--- src/rtl/bdpll_pkg.sv ---
package bdpll_pkg;
  localparam int CELL_TICKS = 16;
  localparam int PH_W       = $clog2(CELL_TICKS);
  localparam int MID_LO     = CELL_TICKS / 4;
  localparam int DECIDE_PH  = CELL_TICKS - 5;
  localparam int MIN_DIV    = 4;

  typedef enum logic {
    ENC_FM0 = 1'b0,
    ENC_FM1 = 1'b1
  } enc_e;

  typedef logic [PH_W-1:0] phase_t;
endpackage

--- src/rtl/bdpll_prescale.sv ---
module bdpll_prescale #(
  parameter int DIV_W = 8
) (
  input  logic             clk,
  input  logic             rst_n,
  input  logic             use_div,
  input  logic [DIV_W-1:0] div_ratio,
  output logic             tick
);
  import bdpll_pkg::*;

  logic [DIV_W-1:0] cnt_q, cnt_d, last_cnt;
  logic             wrap;

  always_comb begin
    if (div_ratio < DIV_W'(MIN_DIV)) last_cnt = DIV_W'(MIN_DIV - 1);
    else                             last_cnt = div_ratio - DIV_W'(1);
    wrap = (cnt_q >= last_cnt);
    tick = use_div ? wrap : 1'b1;
    if (!use_div || wrap) cnt_d = '0;
    else                  cnt_d = cnt_q + DIV_W'(1);
  end

  always_ff @(posedge clk or negedge rst_n) begin
    if (!rst_n) cnt_q <= '0;
    else        cnt_q <= cnt_d;
  end
endmodule

--- src/rtl/bdpll_phase.sv ---
module bdpll_phase (
  input  logic clk,
  input  logic rst_n,
  input  logic tick,
  input  logic line_in,
  input  logic hunt,
  output logic edge_mid,
  output logic edge_bnd,
  output logic snap,
  output logic decide
);
  import bdpll_pkg::*;

  phase_t ph_q, ph_d;
  logic   line_q, line_d;
  logic   edge_now, in_mid;

  always_comb begin
    edge_now = tick && (line_in != line_q);
    in_mid   = (ph_q >= PH_W'(MID_LO)) && (ph_q <= PH_W'(DECIDE_PH));
    edge_mid = edge_now && in_mid;
    edge_bnd = edge_now && !in_mid;
    snap     = edge_now && hunt;
    decide   = tick && !snap && (ph_q == PH_W'(DECIDE_PH));
    line_d   = tick ? line_in : line_q;
    if (!tick)                                     ph_d = ph_q;
    else if (snap)                                 ph_d = PH_W'(1);
    else if (edge_bnd && ph_q > PH_W'(DECIDE_PH))  ph_d = ph_q + PH_W'(2);
    else if (edge_bnd && ph_q != '0)               ph_d = ph_q;
    else                                           ph_d = ph_q + PH_W'(1);
  end

  always_ff @(posedge clk or negedge rst_n) begin
    if (!rst_n) begin
      ph_q   <= '0;
      line_q <= 1'b0;
    end else begin
      ph_q   <= ph_d;
      line_q <= line_d;
    end
  end
endmodule

--- src/rtl/bdpll_decide.sv ---
module bdpll_decide #(
  parameter int RUN_LEN = 4
) (
  input  logic clk,
  input  logic rst_n,
  input  logic fm_mode,
  input  logic edge_mid,
  input  logic edge_bnd,
  input  logic snap,
  input  logic decide,
  output logic rx_bit,
  output logic bit_valid,
  output logic in_sync
);
  import bdpll_pkg::*;

  localparam int RUN_W = $clog2(RUN_LEN + 1);

  logic             mid_q, mid_d, bnd_q, bnd_d;
  logic [RUN_W-1:0] run_q, run_d;
  logic             sync_d, bit_d, valid_d;
  logic             bit_now, target, mid_any;

  always_comb begin
    mid_any = mid_q || edge_mid;
    bit_now = (enc_e'(fm_mode) == ENC_FM1) ? mid_any : !mid_any;
    target  = (enc_e'(fm_mode) == ENC_FM0);
    mid_d   = mid_q;
    bnd_d   = bnd_q;
    run_d   = run_q;
    sync_d  = in_sync;
    bit_d   = rx_bit;
    valid_d = 1'b0;
    if (snap) begin
      bnd_d = 1'b1;
      mid_d = 1'b0;
      if (edge_mid) run_d = '0;
    end else begin
      if (edge_mid) mid_d = 1'b1;
      if (edge_bnd) bnd_d = 1'b1;
      if (decide) begin
        mid_d = 1'b0;
        bnd_d = 1'b0;
        if (bnd_q) begin
          valid_d = 1'b1;
          bit_d   = bit_now;
          if (bit_now == target) begin
            if (run_q != RUN_W'(RUN_LEN))     run_d  = run_q + RUN_W'(1);
            if (run_q >= RUN_W'(RUN_LEN - 1)) sync_d = 1'b1;
          end else begin
            run_d = '0;
          end
        end else begin
          sync_d = 1'b0;
          run_d  = '0;
        end
      end
    end
  end

  always_ff @(posedge clk or negedge rst_n) begin
    if (!rst_n) begin
      mid_q     <= 1'b0;
      bnd_q     <= 1'b0;
      run_q     <= '0;
      in_sync   <= 1'b0;
      rx_bit    <= 1'b0;
      bit_valid <= 1'b0;
    end else begin
      mid_q     <= mid_d;
      bnd_q     <= bnd_d;
      run_q     <= run_d;
      in_sync   <= sync_d;
      rx_bit    <= bit_d;
      bit_valid <= valid_d;
    end
  end
endmodule

--- src/rtl/biphase_dpll.sv ---
module biphase_dpll #(
  parameter int DIV_W   = 8,
  parameter int RUN_LEN = 4
) (
  input  logic             clk,
  input  logic             rst_n,
  input  logic             use_div,
  input  logic [DIV_W-1:0] div_ratio,
  input  logic             fm_mode,
  input  logic             line_in,
  output logic             rx_bit,
  output logic             bit_valid,
  output logic             in_sync
);
  logic tick, edge_mid, edge_bnd, snap, decide;

  bdpll_prescale #(.DIV_W(DIV_W)) u_prescale (
    .clk(clk), .rst_n(rst_n), .use_div(use_div), .div_ratio(div_ratio), .tick(tick)
  );

  bdpll_phase u_phase (
    .clk(clk), .rst_n(rst_n), .tick(tick), .line_in(line_in), .hunt(!in_sync),
    .edge_mid(edge_mid), .edge_bnd(edge_bnd), .snap(snap), .decide(decide)
  );

  bdpll_decide #(.RUN_LEN(RUN_LEN)) u_decide (
    .clk(clk), .rst_n(rst_n), .fm_mode(fm_mode), .edge_mid(edge_mid),
    .edge_bnd(edge_bnd), .snap(snap), .decide(decide),
    .rx_bit(rx_bit), .bit_valid(bit_valid), .in_sync(in_sync)
  );
endmodule

--- config.mk ---
export PLATFORM = sky130hd
export DESIGN_NAME = biphase_dpll
export DESIGN_NICKNAME = d
export VERILOG_FILES = /design/src/rtl/bdpll_pkg.sv /design/src/rtl/bdpll_prescale.sv /design/src/rtl/bdpll_phase.sv /design/src/rtl/bdpll_decide.sv /design/src/rtl/biphase_dpll.sv
export SDC_FILE = /design/constraint.sdc
export NUM_CORES = 1
export LEC_CHECK = 0
export ABC_AREA = 1
export ABC_CLOCK_PERIOD_IN_PS = 2100
export BUFFER_PORTS_ARGS = -buffer_cell sky130_fd_sc_hd__buf_2
export CAP_MARGIN = 20
export CORE_UTILIZATION = 55
export CTS_CLUSTER_SIZE = 14
export DETAILED_ROUTE_END_ITERATION = 7
export PLACE_DENSITY = 0.83
export SYNTH_ARGS = -nofsm -noshare
export SYNTH_HDL_FRONTEND = slang
export SYNTH_SLANG_ARGS = --single-unit
--- constraint.sdc ---
create_clock -name clk -period 2.1 [get_ports clk]
set_input_delay 0.21 -clock clk [delete_from_list [all_inputs] [get_ports clk]]
set_output_delay 0.21 -clock clk [all_outputs]
set_load 0.02 [all_outputs]
Word-level counts from Yosys, hierarchy flattened --
Cells that the tools add are included.
Storage, ports and cells: register bits 21, bits in latches 0, RAM bits 0, memory bits (read-only) 0, input port bits 13, output and inout bits 3, word-level logic and storage cells 80, memories kept 0
Cells by class: add/subtract/negate cells 5, multiply operators 0, divide/modulo/power cells 0, order comparisons 6, eq/ne operators 9, shift operators 0, multiplexer cells 25, bitwise logic cells 2, reduce and logical (&&, ||, !) cells 24
Operators with widths (count):
- $mux 3 | 6
- $mux 8 | 2
- $mux 1 | 14
- $mux 4 | 3
- $logic_and 1x1->1 | 9
- $add 8x1->8 const B | 1
- $ge 8x8->1 | 1
- $lt 8x3->1 const B | 1
- $sub 8x1->8 const B | 1
- $reduce_and 3->1 | 2
- $reduce_bool 3->1 | 2
- $logic_not 1->1 | 5
- $add 4x1->4 const B | 1
- $add 4x2->4 const B | 1
- $eq 4x4->1 const B | 1
- $ge 4x3->1 const B | 1
- $gt 4x4->1 const B | 1
- $le 4x4->1 const B | 1
- $ne 2x2->1 const B | 2
- $ne 4x4->1 const B | 1
- $reduce_and 4->1 | 1
- $reduce_bool 4->1 | 1
- $add 3x1->3 const B | 1
- $ge 3x2->1 const B | 1
- other kinds (9) | 11

Depth between registers and ports, before layout --
word-level depth 14, gate-level depth with buffers 19, gate-level depth less buffers 19

By module --
A second synthesis with hierarchy kept.
Unflattened totals: cells, all modules 241, area total of the unflattened synthesis 1717.9 um^2
Modules (own cells, without submodules):
- bdpll_prescale | instances 1, cells an instance 110, area an instance 750.7 um^2, sequential area each 200.2 um^2
- bdpll_phase | instances 1, cells an instance 73, area an instance 519.2 um^2, sequential area each 125.1 um^2
- bdpll_decide | instances 1, cells an instance 57, area an instance 444.2 um^2, sequential area each 200.2 um^2
- biphase_dpll | instances 1, cells an instance 1, area an instance 3.8 um^2, sequential area each 0.0 um^2

Least setup slack after synthesis --
OpenSTA, ideal clock, no wires.
path type input to register, start input port div_ratio[2], end register u_phase.line_q, library setup time 125 ps, arrival 2072 ps, data required time 1975 ps, path slack -98 ps, cell stages on the path 15, buffers on the path 2, cells stage by stage nor2_1 -> nand2_1 -> or3_1 -> clkbuf_1 -> nand2_1 -> inv_1 -> ha_1 -> nand2_1 -> nor2_1 -> nor2_1 -> nand2_1 -> nand2_2 -> nand2_8 -> buf_6 -> mux2_4
On the way: word-level cells in the longest chain between the ends 4, elaborated cells between the ends (all ways) 5, classes of those cells add/sub: 1; order compare: 2; mux: 2
Ends and longest elaborated chain:
- from (decl) | RTL line biphase_dpll.sv:8 | input logic [DIV_W-1:0] div_ratio,
- $sub 8x1->8 or $lt 8x3->1 (tied branches) | RTL line bdpll_prescale.sv:17, bdpll_prescale.sv:16
- $mux 8 (*) | RTL line bdpll_prescale.sv:16 | if (div_ratio < DIV_W'(MIN_DIV)) last_cnt = DIV_W'(MIN_DIV - 1);
- $ge 8x8->1 (*) | RTL line bdpll_prescale.sv:18 | wrap = (cnt_q >= last_cnt);
- $mux 1 (*) | RTL line bdpll_prescale.sv:19 | tick = use_div ? wrap : 1'b1;
- to (signal assigned) | RTL line bdpll_phase.sv:39 | line_q <= line_d;
- to (decl) | RTL line bdpll_phase.sv:15 | logic line_q, line_d;
Every way passes the cells marked *; elsewhere a longest branch is shown, timed or not. A chain may end at the register's enable or synchronous reset.

Worst setup path in the final report --
start input port div_ratio[2], end register u_decide.run_q[1]
On the way: word-level cells in the longest chain between the ends 14, elaborated cells between the ends (all ways) 23, classes of those cells add/sub: 1; order compare: 2; eq/ne: 3; mux: 7; reduce/logical: 10
Ends and longest elaborated chain:
- $sub 8x1->8 or $lt 8x3->1 (tied branches) | RTL line bdpll_prescale.sv:17, bdpll_prescale.sv:16
- $mux 8 (*) | RTL line bdpll_prescale.sv:16
- $ge 8x8->1 (*) | RTL line bdpll_prescale.sv:18
- $mux 1 (*) | RTL line bdpll_prescale.sv:19
- $logic_and 1x1->1 | RTL line bdpll_phase.sv:19 | edge_now = tick && (line_in != line_q);
- $logic_and 1x1->1 | RTL line bdpll_phase.sv:21 | edge_mid = edge_now && in_mid;
- $logic_or 1x1->1 | RTL line bdpll_decide.sv:25 | mid_any = mid_q || edge_mid;
- $logic_not 1->1 | RTL line bdpll_decide.sv:26 | bit_now = (enc_e'(fm_mode) == ENC_FM1) ? mid_any : !mid_any;
- $mux 1 | RTL line bdpll_decide.sv:26
- $eq 1x1->1 | RTL line bdpll_decide.sv:47 | if (bit_now == target) begin
- $mux 3 | RTL line bdpll_decide.sv:47
- $mux 3 | RTL line bdpll_decide.sv:44 | if (bnd_q) begin
- $mux 3 | RTL line bdpll_decide.sv:41 | if (decide) begin
- $mux 3 | RTL line bdpll_decide.sv:34 | if (snap) begin
- to (signal assigned) | RTL line bdpll_decide.sv:72 | run_q <= run_d;
- to (decl) | RTL line bdpll_decide.sv:20 | logic [RUN_W-1:0] run_q, run_d;
Every way passes the cells marked *; elsewhere a longest branch is shown, timed or not. The select of a mux whose other input is x is not followed.

==> summary.md <==
| Metric | Value |
|---|---|
| Seq/Total Area, Yosys | 31.5% |
| Final Max Slew Viols | 0 |
| Place WS | -0.292 ns |
| Clock root cell | clkbuf_4 |
| Top cells by area, synth | dfrtp_1 32%, ha_1 14%, nand2_1 12%, inv_1 7.0%, nor2_1 4.1% |
| Metal-1 WL | 1.38 mm |
| Post-synth top area cell | dfrtp_1 |
| Distinct cells, synth | 34 |
| Reg-to-Reg Start | u_prescale.cnt_q[6]$_DFF_PN0_ |
| Diodes inserted | 0 |
| Nets | 281 |
| Crit path capture | u_decide.run_q[1]$_DFFE_PN0P_ |
| Clk_lat worst skew | 0.30 ns |
| Leakage | 1.10 nW |
| EDFF count, synth | 0 |
| Layout area overhead | 17.6% |
| Hold Vio Cnt, Final | 0 |
| Top_reg_cell synth | dfrtp_1 |
| Wire length on met3 | 92 um |
| Reg clk slew, reported paths | 0.11 ns |
| Synth cell count leaders | 53 x nand2_1, 31 x inv_1, 21 x dfrtp_1 |
| Final period util | 95.5% |
| CP Cell Sequence | buf_2 -> nor2_4 -> nand2_2 -> buf_4 -> o21ai_0 -> o31ai_2 -> inv_1 -> ha_1 -> nand2_2 -> inv_2 -> nand2_2 -> nand3_2 -> nor2_4 -> nand2_8 -> nand3_2 -> nand3_1 -> o21ai_2 -> nand2_1 -> nand2_1 |
| Required @ worst endpoint | 2.35 ns |
| Die X | 57.0 um |
| Final hold slack | 0.164 ns |
| CP arrival | 2.26 ns |
| RePlAce Congestion | 0.797 |
| Slew of the pin with the lowest slew margin | 0.476 ns |
| Initial antenna violation count | 0 |
| Failing checks | DRC |
| Post-DP Area | 1860 um^2 |
| HP Class | in2reg |
| Proportion of layout cells with a drive suffix above 1 | 27.4% |
| Total GRT Usage | 20.3% |
| Via/cell ratio | 5.12 |
| Shortest period the worst path allows | 2.01 ns |
| Setup CP Type | in2reg |
| # port buffers | 15 |
| Initial core utilization | 59.4% |
| Setup violations, final | 0 |
| Pre-antenna DRT Iters | 6 |
| Power, Total | 1.44 mW |
| Slowest stage cell, crit path | ha_1 |
| Reg2reg end | u_decide.run_q[1]$_DFFE_PN0P_ |
| Post-route ant nets | 0 |
| Avg WL per Cell | 10.9 um |
| Row count | 19 |
| 1st-iter DRT viols | 64 |
| Num ports | 16 |
| Reg2Reg Depth | 12 |
| Final Instance Area | 1960 um^2 |
| Placed Instances | 272 |
| CTS Sinks | 21 |
| WL final | 3.03 mm |
| Unrepaired setup endpoints after global routing | true |
| DR WL met2 | 1.53 mm |
| CP Launch Point | div_ratio[2] |
| Total core area | 2810 um^2 |
| FILL cells | 237 |
| CP bufs+invs | 4 |
| Synthesized flop and latch total | 21 |
| Slowest stage delay, CP | 0.22 ns |
| GR Overflow Total | 0 |
| Top Layer Used | met4 |
| TNS Setup | 0 ns |
| Total number of vias | 1429 |
| Synthesized Nets | 249 |
| Top Family by Delay on Critical Path | simple AND/OR/NAND/NOR gates |
| Worst-path fanout max | 5 |
| Die area | 3250 um^2 |
| PwrDens | 736 nW/um^2 |
| Instance count on the critical path | 19 |
| Synth warn | 0 |
| Vias in the first global route | 1277 |
| Setup Skew | 0.00104 ns |
| Finished Layout Cells | 279 |
| Htree depth | 1 |
| Crit path top cell by count | nand2_2 |
| Die Y-Extent | 57.0 um |
| Top-area cell type share of the netlist area | 31.5% |
| Worst Hold Launch | fm_mode |
| Syn_area_per_cell | 7.68 um^2 |
| Largest net degree at the start of global routing | 22 |
| Peak supply drop | 0.681 mV |
| First-pass GRT wire length | 5.14 mm |
| Syn Std Cell Area | 1670 um^2 |
| Async SR Flop Fraction | 100% |
| R2R Setup Slk | 0.24 ns |
| Setup crit start kind | input port |
| CTS Buffer Depth | 2 |
| Drc violations | 4 |
| Final worst setup slack | 0.0942 ns |
| Post-DP HPWL | 2.37 mm |
| Most common cell in the netlist | nand2_1 |
| Final Util | 69.9% |
| TritonCTS clock tree | done |
| FMAX | 499 MHz |
| Max_cap viols | 0 |
| Post-Syn Instances | 217 |
| Worst slew margin | 68.3% |
| Status | finished with violations |
| CP Capture Type | register |
| CTS Buf Count | 3 |
## metal layers
metal,track usage (%),vias up
met3,4.08,2
li1,-,758
met5,0,-
met4,5.23,0
met1,24.9,648
met2,36.3,21
## cell type report
cell class              instances  area, um^2  area share [%]
multi-input cells             158        1050            53.8
clock inverters                 1        5.00           0.255
clock buffers                   3        22.5            1.15
flip-flops and latches         21         526            26.8
inverters                      37         139            7.08
repair buffers                 28         175            8.93
well taps                      31        38.8            1.98
## worst min-delay path by stage
| stage | end | cells after the start |
|---|---|---|
| 2_1_floorplan | u_decide.bit_valid$_DFF_PN0_ | 0 |
| 3_3_place_gp | u_prescale.cnt_q[6]$_DFF_PN0_ | 1 |
| 3_5_place_dp | u_prescale.cnt_q[6]$_DFF_PN0_ | 1 |
| 4_1_cts | u_decide.rx_bit$_DFFE_PN0P_ | 4 |
| 5_1_grt | u_decide.rx_bit$_DFFE_PN0P_ | 4 |
| 6_report | u_decide.rx_bit$_DFFE_PN0P_ | 4 |
## kinds of logic (layout without fill, tap and decap cells)
logic type | count (synthesis) | count (layout) | share of synthesized area, %
xor gates and xnor gates | 5 | 5 | 3.08
DFF | 21 | 21 | 31.5
and+or+nand+nor | 114 | 115 | 34.2
buffers and inverters | 39 | 69 | 9.23
adders and majority gates | 19 | 19 | 14.3
AOI/OAI and AO/OA | 18 | 18 | 6.83
muxes | 1 | 1 | 0.901
## registers in the layout, summed over array words and instances, names as in the netlist
signal              count
u_decide.bit_valid      1
u_decide.bnd_q          1
u_decide.in_sync        1
u_decide.mid_q          1
u_decide.run_q          3
u_decide.rx_bit         1
u_phase.line_q          1
u_phase.ph_q            4
u_prescale.cnt_q        8
## where the power goes
group	internal (mW)	switching (mW)	leakage [nW]
Clock	0.0711	0.121	0.0177
Combinational	0.272	0.404	0.805
Sequential	0.489	0.0867	0.275
## layout by cell type, fill, tap and decap left out, drive strengths merged
master and count:
nand3 14, a21oi 3, buf 27, inv 37
nand3b 1, ha 19, o31ai 3, nand4 6
nor2 22, dlygate4sd3 1, o211ai 1, xnor2 3
clkbuf 3, and3 2, dfrtp 21, o21ai 11
xor2 2, nor3b 2, clkinv 1, or2 2
nand2 61, mux2 1, or3 1, nor3 4
## worst reg2reg max path: stages (launching register included)
cell and delay [ns]:
dfrtp_1 0.44, ha_1 0.32, nand2_2 0.07, inv_2 0.04
nand2_2 0.05, nand3_2 0.07, nor2_4 0.21, nand2_8 0.09
nand3_2 0.08, nand3_1 0.10, o21ai_2 0.20, nand2_1 0.07
nand2_1 0.06
## repair_timing
action	4_1_cts	5_1_grt
setup buffers	0	1
hold endpoints to repair	21	0
resized for setup	0	9
hold buffers	1	0
endpoints found under the setup margin	0	9
Note: power is estimated with default switching activity, not from simulation.
